<file path="src/rtl/qlf_pkg.sv">
package qlf_pkg;
  localparam int STAT_W     = 13;
  // transmit flags
  localparam int B_TX_TRIG  = 0;
  localparam int B_TX_EMPTY = 1;
  localparam int B_TX_HALF  = 2;
  localparam int B_TX_FULL  = 3;
  // receive flags
  localparam int B_RX_TRIG  = 5;
  localparam int B_RX_WORD  = 6;
  localparam int B_RX_HALF  = 7;
  localparam int B_RX_FULL  = 8;
  localparam int B_RX_BYTE  = 11;
  // bus misuse event
  localparam int B_ILLEGAL  = 12;
  localparam logic [STAT_W-1:0] IEN_RESET = STAT_W'(1) << B_ILLEGAL;
endpackage

</file>
<file path="src/rtl/qlf_lane.sv">
// One byte-wide lane: small register-file FIFO with occupancy counter.
module qlf_lane #(
  parameter  int DEPTH = 16,
  localparam int AW    = $clog2(DEPTH),
  localparam int CW    = $clog2(DEPTH + 1)
) (
  input  logic          clk,
  input  logic          rst,
  input  logic          push,
  input  logic [7:0]    din,
  input  logic          pop,
  output logic [7:0]    dout,
  output logic [CW-1:0] cnt,
  output logic          full,
  output logic          nempty
);
  logic [7:0]    mem [DEPTH];
  logic [AW-1:0] wp, rp;

  always_ff @(posedge clk) begin
    if (push) mem[wp] <= din;
  end

  always_ff @(posedge clk) begin
    if (rst) begin
      wp  <= '0;
      rp  <= '0;
      cnt <= '0;
    end else begin
      if (push) wp <= (wp == AW'(DEPTH - 1)) ? '0 : wp + 1'b1;
      if (pop)  rp <= (rp == AW'(DEPTH - 1)) ? '0 : rp + 1'b1;
      case ({push, pop})
        2'b10:   cnt <= cnt + 1'b1;
        2'b01:   cnt <= cnt - 1'b1;
        default: cnt <= cnt;
      endcase
    end
  end

  assign dout   = mem[rp];
  assign full   = (cnt == CW'(DEPTH));
  assign nempty = (cnt != '0);

  // the enclosing store never pushes a full lane or pops an empty one
  a_r7_push_room: assert property (@(posedge clk) disable iff (rst) push |-> !full);
  a_r7_pop_data:  assert property (@(posedge clk) disable iff (rst) pop |-> nempty);
  // a lone push raises the occupancy by exactly one
  a_r1_count_up:  assert property (@(posedge clk) disable iff (rst)
                    (push && !pop) |=> (cnt == $past(cnt) + 1'b1));
endmodule

</file>
<file path="src/rtl/qlf_store.sv">
// Four (LANES) byte lanes with word/byte bus access and a rotating serial port.
module qlf_store #(
  parameter  int LANES  = 4,
  parameter  int DEPTH  = 16,
  localparam int CW     = $clog2(DEPTH + 1),
  localparam int LVW    = $clog2(LANES * DEPTH + 1),
  localparam int LSW    = $clog2(LANES),
  localparam int WORD_W = 8 * LANES
) (
  input  logic              clk,
  input  logic              rst,
  input  logic              word_mode,
  input  logic              push_word,
  input  logic [WORD_W-1:0] push_wdata,
  input  logic              push_byte,
  input  logic [7:0]        push_bdata,
  input  logic              push_ser,
  input  logic [7:0]        push_sdata,
  input  logic              pop_word,
  input  logic              pop_byte,
  input  logic              pop_ser,
  output logic              ser_has,
  output logic              ser_room,
  output logic [7:0]        ser_dout,
  output logic [WORD_W-1:0] rd_word_q,
  output logic [7:0]        rd_byte_q,
  output logic              err_q,
  output logic [LVW-1:0]    mode_lvl,
  output logic              mode_full,
  output logic              mode_half,
  output logic              mode_empty,
  output logic              all_ne,
  output logic              lane0_ne
);
  localparam int HALF_W = (LANES * DEPTH) / 2;
  localparam int HALF_B = DEPTH / 2;

  logic [LANES-1:0] full, nempty, l_push, l_pop;
  logic [7:0]       l_dout [LANES];
  logic [CW-1:0]    l_cnt  [LANES];
  logic [LSW-1:0]   ptr, sel;
  logic             any_full;
  logic             pw_push, pb_push, ps_push, pw_pop, pb_pop, ps_pop;
  logic [LVW-1:0]   sum_lvl;

  assign sel      = word_mode ? ptr : '0;
  assign any_full = |full;
  assign all_ne   = &nempty;
  assign lane0_ne = nempty[0];

  // accepted operations; a word access takes precedence over a byte access
  assign pw_push = push_word & ~any_full;
  assign pb_push = push_byte & ~push_word & ~full[0];
  assign ps_push = push_ser  & ~full[sel];
  assign pw_pop  = pop_word  & all_ne;
  assign pb_pop  = pop_byte  & ~pop_word & nempty[0];
  assign ps_pop  = pop_ser   & nempty[sel];

  for (genvar g = 0; g < LANES; g++) begin : g_lane
    logic [7:0] din;
    assign l_push[g] = pw_push | (pb_push & (g == 0)) | (ps_push & (sel == LSW'(g)));
    assign l_pop[g]  = pw_pop  | (pb_pop  & (g == 0)) | (ps_pop  & (sel == LSW'(g)));
    assign din = push_word ? push_wdata[8*g +: 8] : (push_byte ? push_bdata : push_sdata);
    qlf_lane #(.DEPTH(DEPTH)) u_lane (
      .clk    (clk),
      .rst    (rst),
      .push   (l_push[g]),
      .din    (din),
      .pop    (l_pop[g]),
      .dout   (l_dout[g]),
      .cnt    (l_cnt[g]),
      .full   (full[g]),
      .nempty (nempty[g])
    );
  end

  // serial lane pointer: rotates in word mode, parked on lane 0 otherwise
  always_ff @(posedge clk) begin
    if (rst || !word_mode) ptr <= '0;
    else if (ps_push || ps_pop) ptr <= (ptr == LSW'(LANES - 1)) ? '0 : ptr + 1'b1;
  end

  assign ser_has  = nempty[sel];
  assign ser_room = ~full[sel];
  assign ser_dout = l_dout[sel];

  always_comb begin
    sum_lvl = '0;
    for (int i = 0; i < LANES; i++) sum_lvl = sum_lvl + LVW'(l_cnt[i]);
  end

  assign mode_lvl   = word_mode ? sum_lvl  : LVW'(l_cnt[0]);
  assign mode_full  = word_mode ? any_full : full[0];
  assign mode_half  = mode_lvl >= (word_mode ? LVW'(HALF_W) : LVW'(HALF_B));
  assign mode_empty = (mode_lvl == '0);

  always_ff @(posedge clk) begin
    if (rst) begin
      rd_word_q <= '0;
      rd_byte_q <= '0;
      err_q     <= 1'b0;
    end else begin
      if (pw_pop) begin
        for (int i = 0; i < LANES; i++) rd_word_q[8*i +: 8] <= l_dout[i];
      end
      if (pb_pop) rd_byte_q <= l_dout[0];
      err_q <= (push_word & any_full) | (push_byte & ~push_word & full[0]) |
               (pop_word & ~all_ne)   | (pop_byte & ~pop_word & ~nempty[0]);
    end
  end

  // in word mode each serial transfer moves to the next lane
  a_r3_rotate: assert property (@(posedge clk) disable iff (rst)
    (word_mode && (ps_push || ps_pop)) |=>
      (!word_mode || ptr == (($past(ptr) == LSW'(LANES - 1)) ? '0 : $past(ptr) + 1'b1)));
endmodule

</file>
<file path="src/rtl/qlf_status.sv">
// Sticky status vector with write-one-to-clear and an enable mask.
module qlf_status #(
  parameter int          W       = 13,
  parameter logic [W-1:0] IEN_RST = '0
) (
  input  logic         clk,
  input  logic         rst,
  input  logic [W-1:0] cond,
  input  logic         clr_we,
  input  logic [W-1:0] clr_mask,
  input  logic         ien_we,
  input  logic [W-1:0] ien_wdata,
  output logic [W-1:0] stat_q,
  output logic [W-1:0] ien_q,
  output logic         irq
);
  always_ff @(posedge clk) begin
    if (rst) begin
      stat_q <= '0;
      ien_q  <= IEN_RST;
    end else begin
      stat_q <= (stat_q | cond) & ~(clr_we ? clr_mask : '0);
      if (ien_we) ien_q <= ien_wdata;
    end
  end

  assign irq = |(stat_q & ien_q);

  // a cleared bit reads zero right after the clear edge
  a_r6_clear_wins: assert property (@(posedge clk) disable iff (rst)
    clr_we |=> ((stat_q & $past(clr_mask)) == '0));
  // without a clear no set bit is lost
  a_r6_sticky: assert property (@(posedge clk) disable iff (rst)
    !clr_we |=> ((stat_q & $past(stat_q)) == $past(stat_q)));
  // the enable mask changes only on an enable write
  a_r8_mask_hold: assert property (@(posedge clk) disable iff (rst)
    !ien_we |=> $stable(ien_q));
endmodule

</file>
<file path="src/rtl/quad_lane_fifo.sv">
module quad_lane_fifo
  import qlf_pkg::*;
#(
  parameter  int LANES      = 4,
  parameter  int LANE_DEPTH = 16,
  parameter  int TX_TRIG    = 8,
  parameter  int RX_TRIG    = 8,
  localparam int WORD_W     = 8 * LANES,
  localparam int LVW        = $clog2(LANES * LANE_DEPTH + 1)
) (
  input  logic              clk,
  input  logic              rst,
  input  logic              word_mode,
  input  logic              tx_wr_word,
  input  logic [WORD_W-1:0] tx_wdata_w,
  input  logic              tx_wr_byte,
  input  logic [7:0]        tx_wdata_b,
  input  logic              tx_ser_take,
  output logic              tx_ser_valid,
  output logic [7:0]        tx_ser_byte,
  input  logic              rx_ser_put,
  input  logic [7:0]        rx_ser_byte,
  output logic              rx_ser_ready,
  input  logic              rx_rd_word,
  input  logic              rx_rd_byte,
  output logic [WORD_W-1:0] rx_rdata_w,
  output logic [7:0]        rx_rdata_b,
  input  logic              stat_clr_we,
  input  logic [STAT_W-1:0] stat_clr_mask,
  input  logic              ien_we,
  input  logic [STAT_W-1:0] ien_wdata,
  output logic [STAT_W-1:0] status,
  output logic [STAT_W-1:0] ien,
  output logic              irq
);
  logic [LVW-1:0]    tx_lvl, rx_lvl;
  logic              tx_full, tx_half, tx_empty, tx_err;
  logic              rx_full, rx_half, rx_word_av, rx_byte_av, rx_err;
  logic              tx_unused_room, tx_unused_ane, tx_unused_l0;
  logic [WORD_W-1:0] tx_unused_rdw;
  logic [7:0]        tx_unused_rdb;
  logic              rx_unused_has, rx_unused_empty;
  logic [7:0]        rx_unused_dout;
  logic [STAT_W-1:0] cond;

  qlf_store #(.LANES(LANES), .DEPTH(LANE_DEPTH)) u_tx (
    .clk        (clk),
    .rst        (rst),
    .word_mode  (word_mode),
    .push_word  (tx_wr_word),
    .push_wdata (tx_wdata_w),
    .push_byte  (tx_wr_byte),
    .push_bdata (tx_wdata_b),
    .push_ser   (1'b0),
    .push_sdata (8'h00),
    .pop_word   (1'b0),
    .pop_byte   (1'b0),
    .pop_ser    (tx_ser_take),
    .ser_has    (tx_ser_valid),
    .ser_room   (tx_unused_room),
    .ser_dout   (tx_ser_byte),
    .rd_word_q  (tx_unused_rdw),
    .rd_byte_q  (tx_unused_rdb),
    .err_q      (tx_err),
    .mode_lvl   (tx_lvl),
    .mode_full  (tx_full),
    .mode_half  (tx_half),
    .mode_empty (tx_empty),
    .all_ne     (tx_unused_ane),
    .lane0_ne   (tx_unused_l0)
  );

  qlf_store #(.LANES(LANES), .DEPTH(LANE_DEPTH)) u_rx (
    .clk        (clk),
    .rst        (rst),
    .word_mode  (word_mode),
    .push_word  (1'b0),
    .push_wdata ('0),
    .push_byte  (1'b0),
    .push_bdata (8'h00),
    .push_ser   (rx_ser_put),
    .push_sdata (rx_ser_byte),
    .pop_word   (rx_rd_word),
    .pop_byte   (rx_rd_byte),
    .pop_ser    (1'b0),
    .ser_has    (rx_unused_has),
    .ser_room   (rx_ser_ready),
    .ser_dout   (rx_unused_dout),
    .rd_word_q  (rx_rdata_w),
    .rd_byte_q  (rx_rdata_b),
    .err_q      (rx_err),
    .mode_lvl   (rx_lvl),
    .mode_full  (rx_full),
    .mode_half  (rx_half),
    .mode_empty (rx_unused_empty),
    .all_ne     (rx_word_av),
    .lane0_ne   (rx_byte_av)
  );

  always_comb begin
    cond             = '0;
    cond[B_TX_TRIG]  = (int'(tx_lvl) <= TX_TRIG);
    cond[B_TX_EMPTY] = tx_empty;
    cond[B_TX_HALF]  = tx_half;
    cond[B_TX_FULL]  = tx_full;
    cond[B_RX_TRIG]  = (int'(rx_lvl) >= RX_TRIG);
    cond[B_RX_WORD]  = rx_word_av;
    cond[B_RX_HALF]  = rx_half;
    cond[B_RX_FULL]  = rx_full;
    cond[B_RX_BYTE]  = rx_byte_av;
    cond[B_ILLEGAL]  = tx_err | rx_err;
  end

  qlf_status #(.W(STAT_W), .IEN_RST(IEN_RESET)) u_stat (
    .clk       (clk),
    .rst       (rst),
    .cond      (cond),
    .clr_we    (stat_clr_we),
    .clr_mask  (stat_clr_mask),
    .ien_we    (ien_we),
    .ien_wdata (ien_wdata),
    .stat_q    (status),
    .ien_q     (ien),
    .irq       (irq)
  );
endmodule

</file>
<file path="config.mk">
export PLATFORM = sky130hd
export DESIGN_NAME = quad_lane_fifo
export DESIGN_NICKNAME = d
export VERILOG_FILES = /design/src/rtl/qlf_pkg.sv /design/src/rtl/qlf_lane.sv /design/src/rtl/qlf_store.sv /design/src/rtl/qlf_status.sv /design/src/rtl/quad_lane_fifo.sv
export SDC_FILE = /design/constraint.sdc
export NUM_CORES = 1
export LEC_CHECK = 0
export BUFFER_PORTS_ARGS = -buffer_cell sky130_fd_sc_hd__buf_2
export CORE_ASPECT_RATIO = 1.25
export CORE_MARGIN = 1
export CORE_UTILIZATION = 39
export DETAILED_ROUTE_END_ITERATION = 6
export PLACE_DENSITY = 0.62
export SLEW_MARGIN = 20
export SYNTH_ARGS = -nofsm -noshare
export SYNTH_HDL_FRONTEND = slang
export SYNTH_HIERARCHICAL = 1
export SYNTH_SLANG_ARGS = --single-unit
</file>
<file path="constraint.sdc">
create_clock -name clk -period 4.76 [get_ports clk]
set_input_delay 0.952 -clock clk [delete_from_list [all_inputs] [get_ports clk]]
set_output_delay 0.952 -clock clk [all_outputs]
set_load 0.01 [all_outputs]
</file>
# Word-level counts from Yosys, hierarchy flattened
# Memories as Yosys holds them, arrays and structs flattened. A register that Yosys moved wholly into a read port is not among the register bits.
# Index checks and enable logic that the tools add are counted.
# totals
reg_bits	176
latch_bits	0
mem_bits_rw	1024
mem_bits_ro	0
input_bits	85
out_inout_bits	77
elab_cells	265
mem_count	8
# memory_table
name	words	word_bits	rd	rd_ports_with_merged_regs	write_ports	line	rtl
u_rx.g_lane[0].u_lane.mem	16	8	1	1	1	qlf_lane.sv:17	logic [7:0] mem [DEPTH];
u_rx.g_lane[1].u_lane.mem	16	8	1	1	1	qlf_lane.sv:17	
u_rx.g_lane[2].u_lane.mem	16	8	1	1	1	qlf_lane.sv:17	
u_rx.g_lane[3].u_lane.mem	16	8	1	1	1	qlf_lane.sv:17	
u_tx.g_lane[0].u_lane.mem	16	8	1	1	1	qlf_lane.sv:17	
u_tx.g_lane[1].u_lane.mem	16	8	1	1	1	qlf_lane.sv:17	
2 more memories	n/a	n/a	n/a	n/a	n/a	n/a	
# classes
addsub	40
multipliers	0
div_mod_pow	0
order_cmp	7
eq_ne	48
shifts	0
mux	68
bitwise_logic	37
n_reduce_logical	25
# op_table
operator	n
4-bit 2-to-1 mux	26
5-bit case mux with 2 select lines	8
4-bit by 1-bit adder with 4-bit output (second input constant)	16
4-bit equality test (second input constant)	16
8-bit 2-to-1 mux	7
5-bit by 1-bit adder with 5-bit output (second input constant)	8
5-bit equality test (second input constant)	8
5-bit nonzero test	8
5-bit by 1-bit subtractor with 5-bit output (second input constant)	8
7-bit by 5-bit adder with 7-bit output	4
2-bit equality test (second input constant)	14
13-bit bitwise AND	2
1-bit bitwise AND	20
2-bit by 1-bit equality test with 1-bit output (second input constant)	10
8-bit binary-select mux with 2-bit select	1
1-bit 2-to-1 mux	16
2-bit nonzero test	8
7-bit 2-to-1 mux	2
13-bit 2-to-1 mux	1
13-bit inverter	1
13-bit OR	1
13-bit OR reduction	1
5-bit by 5-bit adder with 6-bit output	2
2-bit 2-to-1 mux	4
18 further kinds	33

# Depth between registers and ports, before layout
# depth
depth_word	8
depth_mapped	17
ltp_nobuf	14

# Cells and area by module
# The synthesis kept the hierarchy.
# by_module_without_submodules
module	n_inst	cells_each	area_each_um2	seq_area_each_um2
qlf_lane	8	313	5858.1	4184.0
qlf_store at u_rx	1	425	3100.5	860.8
qlf_store at u_tx	1	428	3076.7	860.8
qlf_status	1	92	953.4	520.5
quad_lane_fifo	1	5	38.8	0.0

# Worst setup path before layout
# OpenSTA, ideal clock, no wires.
# synth_path
kind	input -> register
from	input port word_mode
to	register u_tx.g_lane[2].u_lane.cnt[4]
setup_ns	0.121
arrival_time_ns	3.685
required_ns	4.639
slack_ns	0.955
cell_stages	13
path_buffers	3
cell_sequence	buf_2 nand2_1 buf_4 o22ai_1 o21ai_1 o31ai_1 ha_1 buf_2 xor2_1 ha_1 a31oi_1 o31ai_1 mux2_2
# synth_via
elab_chain_cells	7
word_cells_on_any_way	10
cone_classes	3 x eq/ne; 4 x mux; 2 x bitwise; 1 x reduce/logical
# synth_lines
item	line	rtl
start: declaration	quad_lane_fifo.sv:13	input logic word_mode,
2-bit 2-to-1 mux *	qlf_store.sv:46	assign sel = word_mode ? ptr : '0;
1-bit binary-select mux with 2-bit select	qlf_store.sv:57	assign ps_pop = pop_ser & nempty[sel];
1-bit 2-to-1 mux (not written as such)	qlf_store.sv:57	
1-bit bitwise AND	qlf_store.sv:57	
1-bit bitwise AND *	qlf_store.sv:62	assign l_pop[g] = pw_pop | (pb_pop & (g == 0)) | (ps_pop & (sel == LSW'(g)));
named net u_tx.l_pop[2]	qlf_store.sv:38	logic [LANES-1:0] full, nempty, l_push, l_pop;
2-bit by 1-bit equality test with 1-bit output or 2-bit equality test (tied branches)	qlf_lane.sv:32	case ({push, pop})
5-bit case mux with 2 select lines or 2-bit nonzero test (tied branches)	n/a	
end signal: assignment	qlf_lane.sv:33	2'b10: cnt <= cnt + 1'b1;
end signal: assignment	qlf_lane.sv:34	2'b01: cnt <= cnt - 1'b1;
end signal: assignment	qlf_lane.sv:35	default: cnt <= cnt;
end: declaration	qlf_lane.sv:13	output logic [CW-1:0] cnt,
# Mark *: on every way through the listed nets, which the timed path passes. The rest lies on a longest branch. The select of a mux whose other input is x is not followed.
# A chain may end at the register's enable or synchronous reset.

==> results_tabular.tex <==
\begin{tabular}{lr}
\hline
Metric & Value \\
\hline
\multicolumn{2}{l}{\textbf{Placement}} \\
GPL Wtd Cong & 0.831 \\
Placed wire-length estimate & 79500 um \\
Number of placed instances with taps included & 5127 \\
Buffers on Ports & 161 \\
Instance area after placement & 55100 um2 \\
\multicolumn{2}{l}{\textbf{Synth}} \\
Number of standard cells after synthesis & 3242 \\
Netlist area before placement & $\sim$52000 um2 \\
Mean instance size in the synthesized netlist & 16.1 um2 \\
Yosys warning total & 6 \\
\multicolumn{2}{l}{\textbf{Clocking}} \\
Register clock-pin slew on the reported worst setup and hold paths & 0.06 ns \\
Clock buffers created by TritonCTS & 121 \\
Clock network latency to the later pin of the worst-skew pair & 0.74 ns \\
Max clock buf depth & 3 \\
Level count of the clock H-tree & 3 \\
Post-CTS Hold Fix Bufs & 0 \\
Library cell used as clock root buffer & sky130\_fd\_sc\_hd\_\_clkbuf\_16 \\
CTS tree & built \\
Post-cts resize count & 0 \\
Buffers inserted by post-CTS timing repair & 0 \\
Clock sinks & 1232 \\
\multicolumn{2}{l}{\textbf{STA}} \\
Final critical path time including I/O delays and setup & 4.38 ns \\
Final hold violation count & 0 \\
Final setup viols & 0 \\
Ratio of final minimum period to clock period & a little over 90\% \\
Final setup TNS & 0 ns \\
Worst-Margin Slew & around 1.2 ns \\
Relative slew slack & 17.1\% \\
RSZ-0062 raised after global routing & no \\
Pins Over Slew Limit & 0 \\
Clock Skews & 0.0336 ns \\
Maximum operating frequency & 0.228 GHz \\
\multicolumn{2}{l}{\textbf{Pwr}} \\
Proportion of power drawn by flip-flops and latches & between 40\% and 50\% \\
Lkg Pwr & 20.3 nW \\
Power Density & 447 nW/um2 \\
Combinational fraction of design power & 14.9\% \\
Switching part of the total & 25.8\% \\
Clk pwr share & 36.9\% \\
Cell Int Power & a little under 0.02 W \\
Maximum resistive drop on vdd & 0.382 mV \\
Switching Power & 0.00684 W \\
\multicolumn{2}{l}{\textbf{Die}} \\
Height of the chip & 412 um \\
Starting utilization of the core area & between 30 and 40\% \\
Core ar. & 133000 um2 \\
Top-level port count & around 160 \\
Number of standard-cell rows in the floorplan & 149 \\
Horiz. Die Dim & between 300 and 400 um \\
Die area & 136000 um2 \\
\multicolumn{2}{l}{\textbf{Setup path}} \\
CP Class & flop to output pin \\
Data arrival time at the worst-slack endpoint & roughly 3.4 ns \\
Startpoint class of the critical path & flop \\
Crit path max fanout & 19 \\
Data required time at the worst endpoint & 3.81 ns \\
Worst setup EP type & output pin \\
\multicolumn{2}{l}{\textbf{Global routing}} \\
First-pass GRT wire length & 174000 um \\
Met2 usage in global routing & 29.6\% \\
Vias in the first global route & 28319 \\
Met1 GRT Util & 21.6\% \\
Grt met3 use & 2.88\% \\
Layer carrying the most global-route usage & met2 \\
Overflow left after global routing & 0 \\
Number of antenna violations at the first check in global routing & 6 \\
Pin count of the biggest net entering global routing & between 100 and 150 \\
Global router's overall resource usage & between 10\% and 20\% \\
\multicolumn{2}{l}{\textbf{Outcome}} \\
Outcome & finished clean \\
\multicolumn{2}{l}{\textbf{Drt}} \\
Initial DRC count & 2367 \\
Via count & between 20000 and 30000 \\
Routed vias/inst & between 5 and 6 \\
Antenna-violating nets left & 0 \\
Routed len/inst & 21.7 um \\
Wire length after detailed routing & 116000 um \\
Drt drc & 0 \\
Detailed-router iteration count before antenna repair & 5 \\
\multicolumn{2}{l}{\textbf{Cells and area}} \\
Final-stage net count & 3705 \\
Count of fill cells added during filler insertion & between 10000 and 15000 \\
Cell area after layout & 59300 um2 \\
Fraction of final layout cells sized beyond drive strength 1 & between 15 and 20\% \\
Final cell count without fillers & around 5400 \\
Combined area of the multi-input logic cells & approximately 16000 um2 \\
Sequential cell area & 34900 um2 \\
P\&R area growth vs syn & 13.3\% \\
\multicolumn{2}{l}{\textbf{Flow run}} \\
Max-capacitance violation count & 0 \\
\multicolumn{2}{l}{\textbf{Hold path}} \\
Tightest Hold Check Type & primary input to flop \\
\hline
\end{tabular}
[layer usage]
layer	wire length, um	vias up	part of all wire, %
met3	6300	182	5.4
met1	47900	14317	41
met5	10	-	0.0086
li1	-	13044	-
met4	3720	2	3.2
met2	58400	725	50
[per-stage QoR]
step	total power, W	setup WS, ns	utilization, %	hold slack, ns
after floorplan	0.0156	0.955	-	0.473
after detailed placement	0.0169	0.499	41.6	0.445
after global placement	0.0169	0.520	41.6	0.442
final	0.0265	0.376	44.7	0.391
after CTS	0.0267	0.326	44.7	0.336
after global routing	0.0275	0.231	44.7	0.376
[flip-flops by register name (all words and copies together), names as in the netlist, 2 cells and up, named ones only]
register,count
u_tx/ptr,2
u_tx/g_lane.u_lane/rp,16
u_rx/g_lane.u_lane/wp,16
u_stat/ien_q,13
u_rx/rd_byte_q,8
u_tx/g_lane.u_lane/mem,512
u_rx/rd_word_q,32
u_rx/g_lane.u_lane/rp,16
u_rx/ptr,2
u_rx/g_lane.u_lane/mem,512
u_tx/g_lane.u_lane/wp,16
u_stat/stat_q,13
u_tx/g_lane.u_lane/cnt,20
u_rx/g_lane.u_lane/cnt,20
[power by group through the flow]
stage                     clock [W]  combinational [W]  sequential, W
after detailed placement          0            0.00395         0.0130
after global routing         0.0104            0.00432         0.0128
after global placement            0            0.00391         0.0130
after floorplan                   0            0.00287         0.0127
after CTS                    0.0100            0.00396         0.0128
final                       0.00978            0.00395         0.0127
[placed cells by master (no fill, tap or decap), drive strengths merged, types with 9 or more instances in the layout]
master and n:
a22oi 133, nor4 11, edfxtp 1024, or3 22
nor4b 9, clkbuf 162, a31oi 18, o21ai 62
dfxtp 208, nor2 151, buf 246, clkinv 38
o31ai 13, and3 13, fa 20, mux2 25
a21oi 166, nand2 197, xor2 48, nand3 30
ha 86, mux4 256, o211ai 18, nor3 25
inv 159, a211o 9, nand2b 17, mux2i 59
bufinv 14, and2 146, a211oi 29, conb 75
nor2b 38, o22ai 9
[critical path, cell delays in order, from the launching register on]
cell and delay (ns):
sky130_fd_sc_hd__dfxtp_2 0.67, sky130_fd_sc_hd__buf_12 0.26, sky130_fd_sc_hd__mux4_1 0.56, sky130_fd_sc_hd__a22oi_1 0.19, sky130_fd_sc_hd__nand2_1 0.24, sky130_fd_sc_hd__mux2_2 0.38, sky130_fd_sc_hd__o22ai_1 0.15, sky130_fd_sc_hd__a21oi_1 0.06
sky130_fd_sc_hd__buf_2 0.16
[worst paths after layout]
path                                                    from                 end  slack [ns]  cells after the start
worst min register to register            u_rx/rd_word_q[17]  u_rx/rd_word_q[17]        0.45                      2
worst max register to register  u_rx/g_lane[3].u_lane/cnt[1]    u_stat/stat_q[5]        0.85                     14
worst min-delay path                       stat_clr_mask[10]   u_stat/stat_q[10]        0.39                      2
worst max-delay path                                    flop      tx_ser_byte[0]        0.38                      8
[layout make-up]
class                   count  area share [%]
diodes                      4          0.0169
well taps                1736            3.66
inverters                 154           0.975
clock buffers             162            5.71
multi-input cells        1759            27.1
flip-flops and latches   1232            58.9
clock inverters            61            1.19
repair buffers            246            2.47
Note: power is estimated with default switching activity, not from simulation.
